`src/rtl/ir_cap_pkg.sv`:
```
package ir_cap_pkg;

  // register word addresses
  localparam logic [5:0] A_CFG      = 6'h00;
  localparam logic [5:0] A_THRESH   = 6'h01;
  localparam logic [5:0] A_PERIOD   = 6'h02;
  localparam logic [5:0] A_RESTART  = 6'h03;
  localparam logic [5:0] A_INT_EN   = 6'h04;
  localparam logic [5:0] A_INT_CLR  = 6'h05;
  localparam logic [5:0] A_INT_STAT = 6'h06;
  localparam logic [5:0] A_CAP_BASE = 6'h10;

  // configuration field positions
  localparam int B_RX_EN  = 0;
  localparam int B_PW_EN  = 13;
  localparam int B_EOM_LO = 16;
  localparam int B_DG_LO  = 8;

  typedef enum logic [1:0] {
    S_IDLE = 2'd0,
    S_CAPT = 2'd1,
    S_FULL = 2'd2,
    S_DONE = 2'd3
  } cap_state_e;

  // clamp a tick count to one storage byte
  function automatic logic [7:0] sat_byte(input logic [15:0] n);
    return (n > 16'd255) ? 8'hFF : n[7:0];
  endfunction

  // end-of-message limit in ticks
  function automatic logic [15:0] eom_ticks(input logic [15:0] eom, input int shift);
    return eom << shift;
  endfunction

endpackage

```
`src/rtl/ir_tick_gen.sv`:
```
module ir_tick_gen #(
  parameter int PERIOD_W = 16
) (
  input  logic                clk,
  input  logic                rst_n,
  input  logic [PERIOD_W-1:0] period_i,
  output logic                tick_o
);
  logic [PERIOD_W-1:0] div_q;

  assign tick_o = (div_q >= period_i);

  always_ff @(posedge clk or negedge rst_n) begin
    if (!rst_n)      div_q <= '0;
    else if (tick_o) div_q <= '0;
    else             div_q <= div_q + 1'b1;
  end

  // with a non-zero period two ticks never sit back to back
  p_tick_gap_r10: assert property (@(posedge clk) disable iff (!rst_n)
    (tick_o && period_i != '0) |=> (!tick_o || period_i == '0));

endmodule

```
`src/rtl/ir_deglitch.sv`:
```
module ir_deglitch #(
  parameter int DG_W = 5
) (
  input  logic            clk,
  input  logic            rst_n,
  input  logic            ir_i,
  input  logic            tick_i,
  input  logic [DG_W-1:0] need_i,
  output logic            level_o,
  output logic            accept_o
);
  logic            sync1_q, sync2_q, filt_q;
  logic [DG_W-1:0] agree_q;
  logic [DG_W-1:0] need_eff;
  logic            differ;

  assign need_eff = (need_i == '0) ? DG_W'(1) : need_i;
  assign differ   = (sync2_q != filt_q);
  assign accept_o = tick_i && differ && (({1'b0, agree_q} + 1'b1) >= {1'b0, need_eff});
  assign level_o  = filt_q;

  always_ff @(posedge clk or negedge rst_n) begin
    if (!rst_n) begin
      sync1_q <= 1'b0;
      sync2_q <= 1'b0;
      filt_q  <= 1'b0;
      agree_q <= '0;
    end else begin
      sync1_q <= ir_i;
      sync2_q <= sync1_q;
      if (!differ) begin
        agree_q <= '0;
      end else if (tick_i) begin
        if (accept_o) begin
          filt_q  <= sync2_q;
          agree_q <= '0;
        end else begin
          agree_q <= agree_q + 1'b1;
        end
      end
    end
  end

  // the accepted level moves only on a sample tick
  p_change_on_tick_r9: assert property (@(posedge clk) disable iff (!rst_n)
    !$stable(level_o) |-> $past(tick_i));

endmodule

```
`src/rtl/ir_cap_store.sv`:
```
module ir_cap_store #(
  parameter int N_SLOTS = 68,
  parameter int PTR_W   = 7
) (
  input  logic                 clk,
  input  logic                 rst_n,
  input  logic                 clr_i,
  input  logic                 wr_i,
  input  logic                 fill_i,
  input  logic [PTR_W-1:0]     ptr_i,
  input  logic [7:0]           data_i,
  output logic [N_SLOTS*8-1:0] bytes_o
);
  for (genvar g = 0; g < N_SLOTS; g++) begin : g_slot
    always_ff @(posedge clk or negedge rst_n) begin
      if (!rst_n)                              bytes_o[g*8 +: 8] <= '0;
      else if (clr_i)                          bytes_o[g*8 +: 8] <= '0;
      else if (fill_i && ptr_i <= PTR_W'(g))   bytes_o[g*8 +: 8] <= '0;
      else if (wr_i && ptr_i == PTR_W'(g))     bytes_o[g*8 +: 8] <= data_i;
    end
  end

  // a restart leaves every slot empty
  p_restart_clear_r6: assert property (@(posedge clk) disable iff (!rst_n)
    clr_i |=> (bytes_o == '0));

endmodule

```
`src/rtl/ir_pw_capture.sv`:
```
module ir_pw_capture
  import ir_cap_pkg::*;
#(
  parameter int PERIOD_W  = 16,
  parameter int DG_W      = 5,
  parameter int EOM_W     = 7,
  parameter int EOM_SHIFT = 2,
  parameter int N_SLOTS   = 68
) (
  input  logic        clk,
  input  logic        rst_n,
  input  logic        ir_in,
  input  logic        reg_wr,
  input  logic [5:0]  reg_addr,
  input  logic [31:0] reg_wdata,
  output logic [31:0] reg_rdata,
  output logic        irq_o
);
  localparam int N_WORDS = N_SLOTS / 4;
  localparam int PTR_W   = $clog2(N_SLOTS + 1);
  localparam int WIDX_W  = $clog2(N_WORDS);
  localparam int CNT_W   = (EOM_W + EOM_SHIFT + 1 < 9) ? 9 : EOM_W + EOM_SHIFT + 1;

  // configuration state
  logic                rx_en_q, pw_en_q, int_en_q, int_stat_q;
  logic [EOM_W-1:0]    eom_q;
  logic [DG_W-1:0]     dg_q;
  logic [PERIOD_W-1:0] period_q;

  // named internal events
  logic tick, acc_edge, line_lvl, active;
  logic restart_req, clr_req, eom_evt, st_wr, st_fill;

  cap_state_e          state_q;
  logic [PTR_W-1:0]    ptr_q;
  logic [CNT_W-1:0]    cnt_q, cnt_inc, limit;
  logic [7:0]          wr_byte;
  logic [N_SLOTS*8-1:0] cap_bytes;
  logic [31:0]         cap_words [N_WORDS];

  assign restart_req = reg_wr && reg_addr == A_RESTART && reg_wdata[0];
  assign clr_req     = reg_wr && reg_addr == A_INT_CLR && reg_wdata[0];
  assign active      = rx_en_q && pw_en_q;
  assign limit       = CNT_W'(eom_ticks(16'(eom_q), EOM_SHIFT));
  assign cnt_inc     = (&cnt_q) ? cnt_q : cnt_q + 1'b1;
  assign wr_byte     = sat_byte(16'(cnt_q));

  assign eom_evt = active && !restart_req && tick && !acc_edge && !line_lvl &&
                   (state_q == S_CAPT || state_q == S_FULL) && (cnt_q >= limit);
  assign st_wr   = active && !restart_req && acc_edge && state_q == S_CAPT;
  assign st_fill = eom_evt && state_q == S_CAPT;

  ir_tick_gen #(.PERIOD_W(PERIOD_W)) u_tick (
    .clk      (clk),
    .rst_n    (rst_n),
    .period_i (period_q),
    .tick_o   (tick)
  );

  ir_deglitch #(.DG_W(DG_W)) u_dg (
    .clk      (clk),
    .rst_n    (rst_n),
    .ir_i     (ir_in),
    .tick_i   (tick),
    .need_i   (dg_q),
    .level_o  (line_lvl),
    .accept_o (acc_edge)
  );

  ir_cap_store #(.N_SLOTS(N_SLOTS), .PTR_W(PTR_W)) u_store (
    .clk     (clk),
    .rst_n   (rst_n),
    .clr_i   (restart_req),
    .wr_i    (st_wr),
    .fill_i  (st_fill),
    .ptr_i   (ptr_q),
    .data_i  (wr_byte),
    .bytes_o (cap_bytes)
  );

  for (genvar w = 0; w < N_WORDS; w++) begin : g_word
    assign cap_words[w] = cap_bytes[w*32 +: 32];
  end

  // register writes
  always_ff @(posedge clk or negedge rst_n) begin
    if (!rst_n) begin
      rx_en_q  <= 1'b0;
      pw_en_q  <= 1'b0;
      eom_q    <= '0;
      dg_q     <= DG_W'(1);
      period_q <= '0;
      int_en_q <= 1'b0;
    end else if (reg_wr) begin
      case (reg_addr)
        A_CFG: begin
          rx_en_q <= reg_wdata[B_RX_EN];
          pw_en_q <= reg_wdata[B_PW_EN];
          eom_q   <= reg_wdata[B_EOM_LO +: EOM_W];
        end
        A_THRESH: dg_q     <= reg_wdata[B_DG_LO +: DG_W];
        A_PERIOD: period_q <= reg_wdata[PERIOD_W-1:0];
        A_INT_EN: int_en_q <= reg_wdata[0];
        default: ;
      endcase
    end
  end

  // capture sequencing
  always_ff @(posedge clk or negedge rst_n) begin
    if (!rst_n) begin
      state_q <= S_IDLE;
      ptr_q   <= '0;
      cnt_q   <= '0;
    end else if (restart_req || !active) begin
      state_q <= S_IDLE;
      ptr_q   <= '0;
      cnt_q   <= '0;
    end else begin
      case (state_q)
        S_IDLE: begin
          if (acc_edge && !line_lvl) begin
            state_q <= S_CAPT;
            ptr_q   <= '0;
            cnt_q   <= CNT_W'(1);
          end
        end
        S_CAPT: begin
          if (acc_edge) begin
            ptr_q <= ptr_q + 1'b1;
            cnt_q <= CNT_W'(1);
            if (ptr_q == PTR_W'(N_SLOTS - 1)) state_q <= S_FULL;
          end else if (eom_evt) begin
            state_q <= S_DONE;
          end else if (tick) begin
            cnt_q <= cnt_inc;
          end
        end
        S_FULL: begin
          if (acc_edge)     cnt_q   <= CNT_W'(1);
          else if (eom_evt) state_q <= S_DONE;
          else if (tick)    cnt_q   <= cnt_inc;
        end
        default: ;
      endcase
    end
  end

  // interrupt status: a new event wins over a clear in the same cycle
  always_ff @(posedge clk or negedge rst_n) begin
    if (!rst_n)       int_stat_q <= 1'b0;
    else if (eom_evt) int_stat_q <= 1'b1;
    else if (clr_req) int_stat_q <= 1'b0;
  end

  assign irq_o = int_stat_q && int_en_q;

  // register reads
  always_comb begin
    reg_rdata = '0;
    case (reg_addr)
      A_CFG: begin
        reg_rdata[B_RX_EN]             = rx_en_q;
        reg_rdata[B_PW_EN]             = pw_en_q;
        reg_rdata[B_EOM_LO +: EOM_W]   = eom_q;
      end
      A_THRESH:   reg_rdata[B_DG_LO +: DG_W]  = dg_q;
      A_PERIOD:   reg_rdata[PERIOD_W-1:0]     = period_q;
      A_INT_EN:   reg_rdata[0]                = int_en_q;
      A_INT_STAT: reg_rdata[0]                = int_stat_q;
      default: begin
        if (reg_addr >= A_CAP_BASE && (reg_addr - A_CAP_BASE) < 6'(N_WORDS))
          reg_rdata = cap_words[WIDX_W'(reg_addr - A_CAP_BASE)];
      end
    endcase
  end

  // a capture always opens on the pulse level
  p_start_pulse_r1: assert property (@(posedge clk) disable iff (!rst_n)
    (state_q == S_CAPT && $past(state_q == S_IDLE)) |-> line_lvl);

  // the write pointer never runs past the last slot
  p_ptr_bound_r5: assert property (@(posedge clk) disable iff (!rst_n)
    ptr_q <= PTR_W'(N_SLOTS));

  // a full store is frozen
  p_full_freeze_r5: assert property (@(posedge clk) disable iff (!rst_n)
    (state_q == S_FULL && !restart_req) |=> $stable(cap_bytes));

  // status rises only after an end-of-message event
  p_stat_from_eom_r3: assert property (@(posedge clk) disable iff (!rst_n)
    $rose(int_stat_q) |-> $past(eom_evt));

  // a finished capture waits for restart
  p_pending_hold_r11: assert property (@(posedge clk) disable iff (!rst_n)
    (state_q == S_DONE && active && !restart_req) |=> state_q == S_DONE);

  // disabling forces idle
  p_disable_idle_r8: assert property (@(posedge clk) disable iff (!rst_n)
    !active |=> state_q == S_IDLE);

endmodule

```
`config.mk`:
```
export PLATFORM = sky130hd
export DESIGN_NAME = ir_pw_capture
export DESIGN_NICKNAME = d
export VERILOG_FILES = /design/src/rtl/ir_cap_pkg.sv /design/src/rtl/ir_tick_gen.sv /design/src/rtl/ir_deglitch.sv /design/src/rtl/ir_cap_store.sv /design/src/rtl/ir_pw_capture.sv
export SDC_FILE = /design/constraint.sdc
export NUM_CORES = 1
export LEC_CHECK = 0
export ABC_AREA = 1
export BUFFER_PORTS_ARGS = -buffer_cell sky130_fd_sc_hd__buf_2
export CELL_PAD_IN_SITES_DETAIL_PLACEMENT = 1
export CELL_PAD_IN_SITES_GLOBAL_PLACEMENT = 1
export CORE_ASPECT_RATIO = 1.4
export CORE_MARGIN = 2
export CORE_UTILIZATION = 43
export CTS_CLUSTER_DIAMETER = 120
export DETAILED_ROUTE_END_ITERATION = 16
export GPL_ROUTABILITY_DRIVEN = 0
export PLACE_DENSITY_LB_ADDON = 0.1
export SYNTH_ARGS = -nofsm -noshare
export SYNTH_HDL_FRONTEND = slang
export SYNTH_SLANG_ARGS = --single-unit
```
`constraint.sdc`:
```
create_clock -name clk -period 3.05 [get_ports clk]
set_input_delay 0.61 -clock clk [delete_from_list [all_inputs] [get_ports clk]]
set_output_delay 0.61 -clock clk [all_outputs]
set_load 0.05 [all_outputs]
```
==> summary.txt <==
Outcome
  – Status: complete, but fails checks
  – Failing checks: setup timing

Power
  – Max IR drop VDD: 0.3911 mV
  – Power per cell area: between 400 and 500 mW/mm2
  – Leakage: roughly 20 nW

Placed design
  – HPWL after detailed placement: 91640 um
  – Port-buffer cells: 65
  – Post-DP Area: 0.03652 mm2

Routing
  – DR pass1 iterations: 5
  – Routed Antenna Nets: 0
  – DR WL/cell: 24.88 um
  – Routed WL: ~130000 um
  – DR vias: 31400
  – Routed vias/inst: slightly below 6
  – DRC: 0
  – 1st-iter DRT viols: 2409

Layout
  – Fillers: a little under 9000
  – Antenna Cells: 0
  – Share of layout cells above drive strength 1: approximately a fifth
  – Post-route cell area: around 0.041 mm2
  – Most frequent cells in the layout: nand2_1, dfrtp_1, nand3_1
  – Synthesis-to-layout area growth: 28.29%
  – # nets final: 4456
  – Most common cell after layout, fill and taps aside: nand2_1

STA
  – Fin crit share: 106.0%
  – Worst-margin pin slew: 1.126 ns
  – Min Tclk post-route: between 3 and 4 ns
  – Worst relative slew slack: approximately a quarter
  – Hold Violations, Final: 0
  – Final WS setup: -0.1845 ns
  – Max Freq: 0.3092 GHz
  – Final slew viol count: 0
  – Setup TNS: -2.659 ns
  – Setup-failing EPs final: 29
  – Layout Skew: between 0.02 and 0.03 ns
  – RSZ-0062 raised after global routing: true

Synth
  – Syn Nets: 4128
  – Post-Syn Area: 0.03208 mm2
  – Mapped Cells: 4044
  – Register bit count reported by yosys: between 600 and 700
  – Synthesis warning total: 0
  – Sequential share of the synthesized area: 48.29%
  – Mapped Avg Cell Area: about 7.9 um2
  – Cell variety after synth: 49

Global routing
  – Largest net degree at the start of global routing: between 80 and 90
  – Vias in the first global route: between 30000 and 40000
  – First-pass GRT wire length: 200600 um
  – Antenna violations before repair: 0
  – Global route total overflow: 0
  – All-Layer GR Usage: approximately 34%

Floorplanning
  – Vert. Die Dim: between 300 and 400 um
  – DIE WIDTH: ~230 um
  – Io pins: 75
  – Die Area: around 0.077 mm2
  – # rows: 118
  – Initial core utilization: 43.37%
  – Placeable Area: 0.07397 mm2

Clock tree
  – Number of buffers created by CTS: 67
  – CTS tree: done
  – CTS Sinks: 619
  – Worst-path clk slew: around 0.060 ns
  – Worst-skew pair later-pin latency: 0.64 ns
  – Htree depth: 3
  – Clock Root Buffer: clkbuf_16
  – Clock Path Buffers: 3

Critical path
  – Critical setup path kind: input pin to output port
  – Crit end category: output port
  – Critical Path Start Type: input pin
  – CP Data Required Time: around 2.4 ns
  – Worst Path Max Fanout: 6
  – Critical path arrival: between 2 and 3 ns

Job
  – Max Cap Viol: 0

Hold path
  – Hold Path Class: input pin to flop
## worst paths after layout
path / slack, ns / cells after the start / end / start
worst max-delay path: -0.18 / 14 / reg_rdata[22] / reg_addr[0]
worst min-delay path: 0.09 / 1 / u_dg.sync1_q / ir_in
worst max register to register: 0.06 / 15 / u_store.bytes_o[40] / u_dg.agree_q[1]
worst min register to register: 0.37 / 0 / u_dg.sync2_q / u_dg.sync1_q
max in group asynchronous: 1.50 / 3 / u_store.bytes_o[232] / rst_n
min in group asynchronous: 0.57 / 2 / period_q[4] / rst_n
## sequential cells by signal, indices dropped and copies added, names as in the netlist, 2 cells and up
name and count:
period_q 16, eom_q 7, dg_q 5, u_store.bytes_o 544, cnt_q 10, ptr_q 7, u_dg.agree_q 5, u_tick.div_q 16
state_q 2
## stage by stage
step	hold slack [ns]	utilization [%]	instances	worst slack [ns]	total power, mW
global route	0.09669	55.64	5382	-0.2097	20.62
global placement	0.3442	49.38	5221	-0.4306	10.63
CTS	0.07652	53.85	5353	-0.09085	19.88
detailed placement	0.3497	49.38	5221	-0.3997	10.69
floorplan	0.3144	-	4044	0.01377	9.800
finish	0.09149	55.64	5382	-0.1845	20.06
## cell type report
cell class	instances	area (um2)	share of cell area, %
Clock inverter	25	359.1	0.8725
Sequential cell	619	15490	37.64
Inverter	361	1398	3.396
Tap cell	960	1201	2.919
Multi-Input combinational cell	2886	15910	38.67
Timing Repair Buffer	437	4756	11.56
Clock buffer	94	2036	4.946
## layer usage
metal / up-vias / global-route usage [%] / routed length, um
met1: 15930 / 41.64 / 52920
met2: 1019 / 58.36 / 66530
met5: - / 0 / 0
met4: 0 / 18.59 / 7866
li1: 14080 / - / -
met3: 368 / 3.944 / 6587
## critical path, stage by stage
cell and delay (ns):
buf_12 0.11, buf_12 0.13, nand2_8 0.11, buf_6 0.11
buf_12 0.12, nor2_4 0.05, nor4_4 0.36, nand3_4 0.20
inv_8 0.13, buf_12 0.12, clkbuf_16 0.15, nand3_2 0.10
o21ai_2 0.11, buf_6 0.18
## cells in the mapped netlist (all sizes together)
| master | n | area, um2 |
|---|---|---|
| a211oi | 6 | 45.04 |
| a21o | 3 | 22.52 |
| a21oi | 97 | 485.5 |
| a221oi | 47 | 411.6 |
| a22oi | 46 | 345.3 |
| a31oi | 19 | 118.9 |
| a32o | 3 | 30.03 |
| a41o | 1 | 10.01 |
| and3 | 4 | 25.02 |
| buf | 50 | 289.0 |
| clkbuf | 128 | 480.5 |
| clkinv | 4 | 15.01 |
| dfrtp | 618 | 15460 |
| dfstp | 1 | 26.28 |
| ha | 42 | 525.5 |
| inv | 357 | 1343 |
| mux2 | 1 | 11.26 |
| nand2 | 1341 | 5071 |
| nand3 | 400 | 2047 |
| nand4 | 27 | 181.4 |
| nor2 | 281 | 1495 |
| nor3 | 45 | 520.5 |
| nor3b | 2 | 15.01 |
| nor4 | 9 | 56.30 |
| o2111ai | 49 | 429.2 |
| o211ai | 29 | 217.7 |
| o21ai | 359 | 1834 |
| o21bai | 1 | 7.510 |
| o221ai | 14 | 122.6 |
| o22ai | 36 | 225.2 |
| o2bb2ai | 9 | 78.83 |
| o311ai | 1 | 8.760 |
| or2 | 1 | 6.260 |
| xnor2 | 1 | 8.760 |
| xor2 | 12 | 105.1 |
## cells by family after synthesis
logic type / count (synthesis) / synth area share (%)
simple gates: 2110 / 29.36
compound gates: 720 / 13.69
flops: 619 / 48.29
buf+inv: 539 / 6.631
fa+ha+maj: 42 / 1.638
xor+xnor: 13 / 0.3549
mux: 1 / 0.03510
## power breakdown
| part | internal (mW) | leakage, nW | switching, mW |
|---|---|---|---|
| Combinational | 0.812 | 11.1 | 1.45 |
| Sequential | 8.57 | 7.84 | 0.133 |
| Clock | 5.42 | 1.19 | 3.67 |
## timing repair
item,4_1_cts,5_1_grt
hold endpoints to repair,2,0
hold buffers,1,0
buffers inserted,10,24
gates cloned,5,8
resized for setup,188,212
pin swaps,55,83
endpoints found under the setup margin,34,405
Power figures use the tool's default switching activity.
